--- src/rtl/flash_seq_pkg.sv ---
// Package: shared constants for the flash programming sequence controller.
// Assumes 8-bit register data split into two 4-bit nibbles.
package flash_seq_pkg;
    localparam int DATA_W   = 8;
    localparam int NIB_W    = DATA_W / 2;
    localparam logic [NIB_W-1:0] KEY_FIRST  = 4'h5;
    localparam logic [NIB_W-1:0] KEY_SECOND = 4'hA;
    localparam int ERR_BIT  = 1;

    typedef enum logic [NIB_W-1:0] {
        OP_WRITE_FLASH = 4'h0,
        OP_RESET_LATCH = 4'h1
    } op_code_t;
endpackage

--- src/rtl/flash_unlock_fsm.sv ---
// Unlock detector: arms on a clean first-key write, then judges the very next cycle.
// Assumes at most one bus access per cycle; brk_i covers every non-control access.
module flash_unlock_fsm
    import flash_seq_pkg::*;
(
    input  logic              clk,
    input  logic              rst_n,
    input  logic              ctl_wr_i,
    input  logic              brk_i,
    input  logic [DATA_W-1:0] data_i,
    output logic              cmd_req_o,
    output logic [NIB_W-1:0]  cmd_code_o,
    output logic              seq_fault_o
);
    logic armed_q;
    logic clean_wr;
    logic [NIB_W-1:0] hi_nib;

    assign hi_nib     = data_i[DATA_W-1:NIB_W];
    assign clean_wr   = ctl_wr_i && !brk_i;
    assign cmd_code_o = data_i[NIB_W-1:0];

    // Judge the cycle following an armed first key.
    always_comb begin
        cmd_req_o   = 1'b0;
        seq_fault_o = 1'b0;
        if (armed_q) begin
            cmd_req_o   = clean_wr && (hi_nib == KEY_SECOND);
            seq_fault_o = !cmd_req_o;
        end
    end

    // Arm only from idle on a clean first-key write; any armed cycle disarms.
    always_ff @(posedge clk) begin
        if (!rst_n) armed_q <= 1'b0;
        else        armed_q <= !armed_q && clean_wr && (hi_nib == KEY_FIRST);
    end
endmodule

--- src/rtl/flash_flag_bank.sv ---
// Flag bank: busy, sticky error and latch-loaded flags, plus the start pulse.
// Assumes the done pulse is meaningful only while busy.
module flash_flag_bank
    import flash_seq_pkg::*;
(
    input  logic             clk,
    input  logic             rst_n,
    input  logic             cmd_req_i,
    input  logic [NIB_W-1:0] cmd_code_i,
    input  logic             seq_fault_i,
    input  logic             err_clr_i,
    input  logic             latch_load_i,
    input  logic             pd_go_i,
    input  logic             done_i,
    output logic             prog_start_o,
    output logic             prog_cmd_o,
    output logic             busy_o,
    output logic             err_o,
    output logic             loaded_o
);
    logic code_ok;
    logic start;
    logic fault;
    logic finish;

    assign code_ok = (cmd_code_i == OP_WRITE_FLASH) || (cmd_code_i == OP_RESET_LATCH);
    assign start   = cmd_req_i && code_ok && loaded_o && !busy_o;
    assign fault   = seq_fault_i || (cmd_req_i && !start);
    assign finish  = busy_o && done_i;

    // Start pulse and command code register.
    always_ff @(posedge clk) begin
        if (!rst_n) begin
            prog_start_o <= 1'b0;
            prog_cmd_o   <= 1'b0;
        end else begin
            prog_start_o <= start;
            if (start) prog_cmd_o <= cmd_code_i[0];
        end
    end

    // Busy: set on start, cleared on completion.
    always_ff @(posedge clk) begin
        if (!rst_n)      busy_o <= 1'b0;
        else if (start)  busy_o <= 1'b1;
        else if (finish) busy_o <= 1'b0;
    end

    // Error: hardware set wins, then good sequence, then software clear.
    always_ff @(posedge clk) begin
        if (!rst_n)         err_o <= 1'b0;
        else if (fault)     err_o <= 1'b1;
        else if (start)     err_o <= 1'b0;
        else if (err_clr_i) err_o <= 1'b0;
    end

    // Latch-loaded: cleared by completion or power-down, set by load strobe.
    always_ff @(posedge clk) begin
        if (!rst_n)                loaded_o <= 1'b0;
        else if (pd_go_i || finish) loaded_o <= 1'b0;
        else if (latch_load_i)     loaded_o <= 1'b1;
    end

    assert_pulse_width_R1: assert property (@(posedge clk) disable iff (!rst_n)
        prog_start_o |=> !prog_start_o);
    assert_busy_rise_R1: assert property (@(posedge clk) disable iff (!rst_n)
        $rose(busy_o) |-> prog_start_o);
    assert_start_needs_latch_R5: assert property (@(posedge clk) disable iff (!rst_n)
        prog_start_o |-> $past(loaded_o) && !$past(busy_o));
    assert_busy_fall_R6: assert property (@(posedge clk) disable iff (!rst_n)
        $fell(busy_o) |-> $past(done_i));
endmodule

--- src/rtl/flash_pd_gate.sv ---
// Power-down gate: grants requests when idle, holds them while busy.
// Assumes pd_req is a pulse; one pending request is remembered.
module flash_pd_gate (
    input  logic clk,
    input  logic rst_n,
    input  logic pd_req_i,
    input  logic busy_i,
    output logic pd_go_o,
    output logic pd_enter_o
);
    logic pend_q;

    assign pd_go_o = (pend_q || pd_req_i) && !busy_i;

    // Remember deferred requests and register the grant pulse.
    always_ff @(posedge clk) begin
        if (!rst_n) begin
            pend_q     <= 1'b0;
            pd_enter_o <= 1'b0;
        end else begin
            pend_q     <= (pend_q || pd_req_i) && !pd_go_o;
            pd_enter_o <= pd_go_o;
        end
    end

    assert_no_pd_while_busy_R9: assert property (@(posedge clk) disable iff (!rst_n)
        pd_enter_o |-> !$past(busy_i));
endmodule

--- src/rtl/flash_seq_ctrl.sv ---
// Top: flash programming sequence controller.
// Assumes one bus access per cycle and an external model that returns prog_done.
module flash_seq_ctrl
    import flash_seq_pkg::*;
(
    input  logic              clk,
    input  logic              rst_n,
    input  logic              ctl_wr,
    input  logic              sts_wr,
    input  logic [DATA_W-1:0] wr_data,
    input  logic              other_acc,
    input  logic              irq_cycle,
    input  logic              latch_load,
    input  logic              pd_req,
    input  logic              prog_done,
    output logic              prog_start,
    output logic              prog_cmd,
    output logic              pd_enter,
    output logic              busy,
    output logic              seq_err,
    output logic              latch_loaded
);
    logic             brk;
    logic             cmd_req;
    logic [NIB_W-1:0] cmd_code;
    logic             seq_fault;
    logic             err_clr;
    logic             pd_go;

    assign brk     = sts_wr || other_acc || irq_cycle;
    assign err_clr = sts_wr && !wr_data[ERR_BIT];

    flash_unlock_fsm u_unlock (
        .clk(clk), .rst_n(rst_n), .ctl_wr_i(ctl_wr), .brk_i(brk), .data_i(wr_data),
        .cmd_req_o(cmd_req), .cmd_code_o(cmd_code), .seq_fault_o(seq_fault)
    );

    flash_flag_bank u_flags (
        .clk(clk), .rst_n(rst_n), .cmd_req_i(cmd_req), .cmd_code_i(cmd_code),
        .seq_fault_i(seq_fault), .err_clr_i(err_clr), .latch_load_i(latch_load),
        .pd_go_i(pd_go), .done_i(prog_done), .prog_start_o(prog_start),
        .prog_cmd_o(prog_cmd), .busy_o(busy), .err_o(seq_err), .loaded_o(latch_loaded)
    );

    flash_pd_gate u_pd (
        .clk(clk), .rst_n(rst_n), .pd_req_i(pd_req), .busy_i(busy),
        .pd_go_o(pd_go), .pd_enter_o(pd_enter)
    );

    assert_key_order_R1: assert property (@(posedge clk) disable iff (!rst_n)
        prog_start |-> $past(ctl_wr, 2) && ($past(wr_data[DATA_W-1:NIB_W], 2) == KEY_FIRST)
                       && $past(ctl_wr) && ($past(wr_data[DATA_W-1:NIB_W]) == KEY_SECOND));
    assert_pd_clears_latch_R9: assert property (@(posedge clk) disable iff (!rst_n)
        pd_enter |-> !latch_loaded);
endmodule

--- config.mk ---
export PLATFORM = sky130hd
export DESIGN_NAME = flash_seq_ctrl
export DESIGN_NICKNAME = d
export VERILOG_FILES = /design/src/rtl/flash_seq_pkg.sv /design/src/rtl/flash_unlock_fsm.sv /design/src/rtl/flash_flag_bank.sv /design/src/rtl/flash_pd_gate.sv /design/src/rtl/flash_seq_ctrl.sv
export SDC_FILE = /design/constraint.sdc
export NUM_CORES = 1
export LEC_CHECK = 0
export BUFFER_PORTS_ARGS = -buffer_cell sky130_fd_sc_hd__buf_2
export CORE_AREA = 10 10 47 49
export CTS_BUF_LIST = sky130_fd_sc_hd__clkbuf_4
export CTS_CLUSTER_DIAMETER = 30
export DETAILED_ROUTE_END_ITERATION = 6
export DIE_AREA = 0 0 57 59
export GPL_TIMING_DRIVEN = 0
export HOLD_SLACK_MARGIN = 0.05
export PLACE_DENSITY_LB_ADDON = 0.08
export SYNTH_ARGS = -nofsm -noshare
export SYNTH_HDL_FRONTEND = slang
export SYNTH_SLANG_ARGS = --single-unit
--- constraint.sdc ---
create_clock -name clk -period 1.96 [get_ports clk]
set_input_delay 0.588 -clock clk [delete_from_list [all_inputs] [get_ports clk]]
set_output_delay 0.588 -clock clk [all_outputs]
set_load 0.02 [all_outputs]
Word level (Yosys, flattened, before mapping)
Index checks and enable logic that the tools add are counted.
{"block": "totals", "reg_bits": 8, "out_inout_bits": 6, "elab_cells": 48}
{"block": "classes", "eq_ne": 3, "n_mux": 7, "bitwise": 1, "reduce_logical": 29}
{"cell": "$logic_and 1x1->1", "count": 12}
{"cell": "$logic_not 1->1", "count": 7}
{"cell": "$mux 1", "count": 7}
{"cell": "$logic_or 1x1->1", "count": 6}
{"cell": "$eq 4x1->1 const B", "count": 1}
{"cell": "$eq 4x3->1 const B", "count": 1}
{"cell": "$eq 4x4->1 const B", "count": 1}
{"cell": "$logic_not 4->1", "count": 1}
{"cell": "$reduce_bool 3->1", "count": 1}
{"cell": "$reduce_bool 2->1", "count": 1}
{"cell": "$reduce_or 2->1", "count": 1}
{"cell": "$not 1->1", "count": 1}

Logic depth before layout (Yosys ltp)
Gate-level depths: netlist (run 1).
{"block": "depth", "word_depth": 13, "depth_mapped": 3, "mapped_depth_nobuf": 3}

By module
From an unflattened synthesis (run 1), not the netlist that was laid out.
{"block": "hier_totals", "hier_cells": 40, "area_unflattened_um2": 384.1}
{"mod": "flash_flag_bank", "n_inst": 1, "cells_each": 20, "area_each_um2": 201.4, "seq_area_each_um2": 100.1}
{"mod": "flash_unlock_fsm", "n_inst": 1, "cells_each": 11, "area_each_um2": 102.6, "seq_area_each_um2": 20.0}
{"mod": "flash_pd_gate", "n_inst": 1, "cells_each": 7, "area_each_um2": 67.6, "seq_area_each_um2": 40.0}
{"mod": "flash_seq_ctrl", "n_inst": 1, "cells_each": 2, "area_each_um2": 12.5, "seq_area_each_um2": 0.0}

Worst setup path before layout (run 1)
Ideal clock, no wire load.
{"block": "synth_timing", "path_type": "in2reg", "from": "input port sts_wr", "to": "register u_flags.prog_cmd_o", "setup_time_ns": 0.072, "t_arrival_ns": 1.287, "required_time_ns": 1.888, "setup_slack_ns": 0.601, "stages": 3, "n_path_buf": 0, "path_cell_list": "nor4b_4 -> and4_4 -> mux2i_1"}
{"block": "synth_between", "elab_chain_cells": 9}
{"item": "from (decl)", "line_no": "flash_seq_ctrl.sv:9", "source": "input logic sts_wr,"}
{"item": "$logic_or 1x1->1 (2 in a row)", "line_no": "flash_seq_ctrl.sv:30", "source": "assign brk = sts_wr || other_acc || irq_cycle;"}
{"item": "$logic_not 1->1", "line_no": "flash_unlock_fsm.sv:20", "source": "assign clean_wr = ctl_wr_i && !brk_i;"}
{"item": "$logic_and 1x1->1", "line_no": "flash_unlock_fsm.sv:20"}
{"item": "$logic_and 1x1->1", "line_no": "flash_unlock_fsm.sv:28", "source": "cmd_req_o = clean_wr && (hi_nib == KEY_SECOND);"}
{"item": "$mux 1", "line_no": "flash_unlock_fsm.sv:27", "source": "if (armed_q) begin"}
{"item": "$logic_and 1x1->1 (3 in a row)", "line_no": "flash_flag_bank.sv:27", "source": "assign start = cmd_req_i && code_ok && loaded_o && !busy_o;"}
{"item": "to (signal assigned)", "line_no": "flash_flag_bank.sv:38", "source": "if (start) prog_cmd_o <= cmd_code_i[0];"}
{"item": "to (decl)", "line_no": "flash_flag_bank.sv:16", "source": "output logic prog_cmd_o,"}
Every way passes these cells.
A chain may end at the register's enable or synchronous reset.

Worst setup path in the final report (run 1)
{"block": "layout_timing", "from": "register u_flags.busy_o", "to": "output port busy"}
{"item": "from (decl)", "line_no": "flash_flag_bank.sv:17", "source": "output logic busy_o,"}
{"item": "from (signal assigned)", "line_no": "flash_flag_bank.sv:44", "source": "if (!rst_n) busy_o <= 1'b0;"}
{"item": "from (signal assigned)", "line_no": "flash_flag_bank.sv:45", "source": "else if (start) busy_o <= 1'b1;"}
{"item": "from (signal assigned)", "line_no": "flash_flag_bank.sv:46", "source": "else if (finish) busy_o <= 1'b0;"}
{"item": "to (decl)", "line_no": "flash_seq_ctrl.sv:19", "source": "output logic busy,"}
No word-level cell between the ends.

==> results of run 1 <==
flip-flops by register name, indices dropped and copies added (netlist names):
name,cells
u_flags.busy_o,1
u_flags.err_o,1
u_flags.loaded_o,1
u_flags.prog_cmd_o,1
u_flags.prog_start_o,1
u_pd.pd_enter_o,1
u_pd.pend_q,1
u_unlock.armed_q,1
synthesized netlist by cell type (2+ instances only):
cell / instances
a21oi_1: 3
inv_1: 2
o21ai_0: 2
nor2_1: 3
and4bb_2: 3
dfxtp_1: 8
nand2_1: 3
area by class of cell:
type,instances,area share
Tap cell,16,0.04000
Sequential cell,8,0.3200
Multi-Input combinational cell,24,0.3600
Timing Repair Buffer,22,0.2200
Clock buffer,3,0.04500
Inverter,2,0.01500
logic make-up (layout without fill, tap and decap cells):
family          after synthesis  after routing  share of synthesized area
flops                         8              8                     0.4604
buf+inv                       2             27                    0.02159
compound gates                5              5                    0.07193
simple gates                 18             18                     0.4173
mux                           1              1                    0.02878
worst register-to-register path, cell delays in order (launching register included):
cell      delay [ps]
dfxtp_1          350
and4bb_2         330
and4_4           240
mux2i_1          170
per-stage QoR:
step / cells / hold WS (ps)
finish: 75 / 456.3
global route: 75 / 518.8
CTS: 75 / 460.7
detailed placement: 72 / 453.5
global placement: 72 / 443.7
floorplan: 34 / 479.8
per-layer routing:
metal,GRT usage,routed length (um),vias to the layer above
met5,0,0,-
met4,0.04027,25,0
met3,0.02790,67,3
met2,0.09457,426,14
met1,0.06835,443,144
li1,-,-,178
worst max-delay path by stage:
stage                     depth (start not counted)  slack (ps)            from            endpoint
final                                             1         520  u_flags.busy_o                busy
after global routing                              1         480  u_flags.busy_o                busy
after CTS                                         1         500  u_flags.busy_o                busy
after detailed placement                          4         360          sts_wr  u_flags.prog_cmd_o
after global placement                            4         380          sts_wr  u_flags.prog_cmd_o
after floorplan                                   3         600          sts_wr  u_flags.prog_cmd_o
power by group through the flow:
stage,clock [mW],sequential (mW),combinational (mW)
2_1_floorplan,0,0.172,0.0101
4_1_cts,0.130,0.166,0.0357
6_report,0.123,0.166,0.0351
5_1_grt,0.139,0.166,0.0390
3_5_place_dp,0,0.169,0.0355
3_3_place_gp,0,0.169,0.0356
==> results.md, run 1 <==
* Outcome: complete, no violations
* Seq. cell area at 160.2 um^2
* Max Clk Rate at 692.8 MHz
* Vias per inst at approximately 4.5
* Final Skew at 1.775 ps
* Total chip power at ~0.32 mW
* Post-synthesis sequential area ratio at 0.4604
* Initial antenna violation count at 0
* Commonest cells after routing, fill and taps aside: buf_2, dfxtp_1
* Tot GR Track Use at 0.06201
* Largest net degree at the start of global routing at 7
* Top cells by area, synth: dfxtp_1, and4bb_2, nor4b_4
* Worst Path Arrival at between 800 and 900 ps
* R2R setup slack at around 810 ps
* Fin nets at 78
* R2R Path End: u_flags.prog_cmd_o
* Commonest non-fill, non-tap cell in the layout: buf_2
* DIE AREA at 3363 um^2
* Num Clock Sinks at 8
* WL/cell at 12.83 um
* Fin crit share at 0.7364
* Int Power at 0.2541 mW
* Port bufs at 22
* Vias in the first global route at 355
* Setup bufs post-CTS at 0
* Worst-path clk slew at 50 ps
* Max stage delay on crit path at 400 ps
* Hold Path Class: reg2reg
* Chip height at 59 um
* Global placement routability congestion at 0.6842
* Cell at the slowest stage of the critical path: dfxtp_1
* Post-synth EDFFs at 0
* H-tree depth at 1
* Clk pwr share at 0.380
* Synthesized net count at 51
* Initial Util at 0.2482
* GRT overflow at 0
* Post-Route WL at 962 um
* P per Cell Area at approximately 650 nW/um^2
* Ant diodes at 0
* Synth top area share at 0.4604
* P&R area growth vs syn at 43.88%
* Layout cells sized above 1 at 0.5254
* Synth cell types at 17
* Number of synthesized register bits at 8
* Synth Cell Area at between 300 and 400 um^2
* WP buf/inv at 1
* Ys flop type: dfxtp_1
* Area taken by multi-input logic gates at 180.2 um^2
* Worst-Skew Late Latency at 250 ps
* Post-detail-place hpwl at roughly 830 um
* Count of final setup violators at 0
* Design area at 500.5 um^2
* Fin. max-slew vios at 0
* Setup CP Type: reg2out
* Crit Path Max Fanout at 6
* Final TNS setup at 0 ps
* TritonCTS clock tree: yes
* Clock root buffer: clkbuf_4
* Tightest Pin Transition at 311.1 ps
* CTS max path bufs at 2
* Vias at 339
* Minimum clock period at 1443 ps
* Final core occ at 0.3571
* RR Startpoint: u_flags.busy_o
* Hold Path End: u_flags.prog_cmd_o
* Worst rel slew slack at 0.7917
* Antenna Nets Post-Route at 0
* Synth Area per Inst at 10.23 um^2
* DRT iter0 DRCs at 1
* Async SR Flop Fraction at 0
* Sw Share at 0.2175
* Max_cap viols at 0
* Core outline area at approximately 1400 um^2
* Delay-heaviest family, CP: flip-flops
* DRC viols at 0
* Syn. warnings at 0
* Fillers at 168
* Leading area contributor after synthesis: dfxtp_1
* WP data required at 1370 ps
* Seq pwr share at 0.512
* Final worst slack at 516.7 ps
* Die Width at 57 um
* Fin. Hold Viols at 0
* Worst setup SP type: register
* Row count at 14
* Mapped Cells at 34
* CP Capture Type: primary output
* First-pass GRT wire length at 1649 um
* DP Area at roughly 480 um^2
* Drt pass-1 iters at 2
* Reg2reg path depth at 3
* Post_cts resized at 0
* RSZ-0062 raised after global routing: false
* Comb power frac at 0.108
* Sw Pwr at 0.07060 mW
* TritonCTS Buffers at 3
* Static Leak at 0.2336 nW
* IO Pins at 23
* DP Worst Slack at 362.6 ps
* Post-CTS Hold Fix Bufs at 0
* Maximum vdd ir drop at 0.0003048 V
* CP cell instances: buf_2
* Hold path cells at 2
* Hold path startpoint: u_flags.prog_cmd_o
Power figures use the tool's default switching activity.
==> inputs of run 2 (changes only) <==
==> constraint.sdc (replaced) <==
create_clock -name clk -period 1.2 [get_ports clk]
set_input_delay 0.36 -clock clk [delete_from_list [all_inputs] [get_ports clk]]
set_output_delay 0.36 -clock clk [all_outputs]
set_load 0.02 [all_outputs]
==> run 2 against run 1 <==
First-iteration DRC count rose by 100%. Core utilization grew 0.63 points. Register-to-register slack worse by 760 ps. Critical path type is now reg2reg. Flip-flop and latch count unchanged. Final cell count rose by 1.3%. Global-route usage is the same. Highest routed layer unchanged. Die area did not move. Total power rose by 63%.
==> results.md, run 2 (synthesized netlist as in run 1, its figures left out) <==
* Outcome: complete, no violations
* DRT iter0 DRCs at 2
* Max Clk Rate at 866.4 MHz
* IO Pins at 23
* P&R area growth vs syn at 46.40%
* First-pass GRT wire length at 1649 um
* Drt pass-1 iters at 2
* Commonest non-fill, non-tap cell in the layout: buf_2
* Initial antenna violation count at 0
* Met2 usage at 0.09457
* Seq pwr share at 0.512
* Final Skew at between 1.5 and 2 ps
* Area taken by multi-input logic gates at 180.2 um^2
* TritonCTS Buffers at 3
* Core outline area at between 1000 and 1500 um^2
* Clock root buffer: clkbuf_4
* Final core occ at 0.3634
* Fin nets at 79
* WP data required at 1380 ps
* Hold Path Class: in2reg
* Tightest Pin Transition at approximately 310 ps
* Design area at 509.2 um^2
* GRT busiest layer: met2
* Count of final setup violators at 0
* Met3 Usage GRT at 0.02790
* Worst setup SP type: register
* Maximum vdd ir drop at 0.0004979 V
* DRC viols at 0
* Fin. max-slew vios at 0
* Tot GR Track Use at 0.06201
* Clk pwr share at 0.380
* Antenna Nets Post-Route at 0
* Die Width at 57 um
* Fin crit share at 0.9619
* Max_cap viols at 0
* Reg2reg path depth at 4
* Row count at 14
* Worst-path clk slew at 50 ps
* Vias at 342
* CTS max path bufs at 2
* Sw Share at 0.2174
* Layout cells sized above 1 at 0.5500
* Setup CP Type: reg2reg
* Commonest cells after routing, fill and taps aside: buf_2, dfxtp_1
* Fillers at 170
* Vias per inst at 4.500
* Ant diodes at 0
* Worst rel slew slack at 0.7918
* Post-Route WL at about 980 um
* GRT overflow at 0
* Vias in the first global route at 355
* Chip height at 59 um
* H-tree depth at 1
* Initial Util at 0.2482
* Hold path cells at 3
* M1 GR Usage at 0.06835
* Crit Path Max Fanout at 6
* TritonCTS clock tree: yes
* CP Capture Type: register
* Comb power frac at 0.108
* Int Power at 0.4150 mW
* DIE AREA at 3363 um^2
* Fin. Hold Viols at 0
* Global placement routability congestion at 0.6842
* P per Cell Area at roughly 1000 nW/um^2
* Largest net degree at the start of global routing at 7
* Post-detail-place hpwl at 834.3 um
* WL/cell at 12.84 um
* Num Clock Sinks at 8
* Static Leak at ~0.24 nW
* Worst Path Arrival at 1330 ps
* DP Area at between 400 and 500 um^2
* Seq. cell area at 161.4 um^2
* Minimum clock period at about 1200 ps
* Port bufs at 22
* Worst-Skew Late Latency at 250 ps
* RSZ-0062 raised after global routing: true
* Sw Pwr at 0.1153 mW
-- run 2: path summary, 6_finish.rpt --
path | startpoint | to | slack [ps]
min | wr_data[0] | u_flags.prog_cmd_o | 350
max | u_flags.busy_o | u_flags.err_o | 50
min reg2reg | u_flags.prog_cmd_o | u_flags.prog_cmd_o | 460
max reg2reg | u_flags.busy_o | u_flags.err_o | 50
-- run 2: layer usage --
layer / part of all wire / routed length, um
met5: 0 / 0
met4: 0.026 / 25
met3: 0.069 / 67
met2: 0.44 / 427
met1: 0.47 / 457
-- run 2: metrics by stage --
stage | cells | power (mW) | worst slack, ps | hold WS [ps] | setup TNS (ps)
after floorplan | 34 | 0.2973 | 39.20 | 479.8 | 0
after global placement | 72 | 0.3347 | -156.1 | 443.7 | -245.9
after detailed placement | 72 | 0.3345 | -169.4 | 453.5 | -263.7
after CTS | 75 | 0.5409 | 32.82 | 347.2 | 0
after global routing | 76 | 0.5624 | -12.48 | 379.0 | -24.57
final | 76 | 0.5303 | 45.78 | 353.2 | 0
-- run 2: power groups by stage --
| stage | registers (mW) | clock network [mW] | logic, mW |
|---|---|---|---|
| after floorplan | 0.281 | 0 | 0.0165 |
| after global placement | 0.277 | 0 | 0.0581 |
| after detailed placement | 0.277 | 0 | 0.0579 |
| after CTS | 0.271 | 0.212 | 0.0583 |
| after global routing | 0.271 | 0.227 | 0.0638 |
| final | 0.271 | 0.201 | 0.0575 |
-- run 2: layout make-up --
cell class	count	area share
Clock buffer	3	0.04423
Multi-Input combinational cell	24	0.3538
Timing Repair Buffer	23	0.2310
Sequential cell	8	0.3170
Inverter	2	0.01474
Tap cell	16	0.03931
-- run 2: worst max-delay path: stages, from the launching register on --
cell and delay (ps):
dfxtp_2 370, and4bb_2 270, and4_4 180, buf_4 130
nor3_1 140
-- run 2: what timing repair did --
| item | in CTS | in global routing |
|---|---|---|
| gates resized for setup | 1 | 0 |
| setup buffers | 0 | 1 |
| pin swaps | 0 | 1 |
| hold buffers | 0 | 0 |
| setup endpoints to repair | 1 | 1 |
| hold endpoints to repair | 0 | 0 |
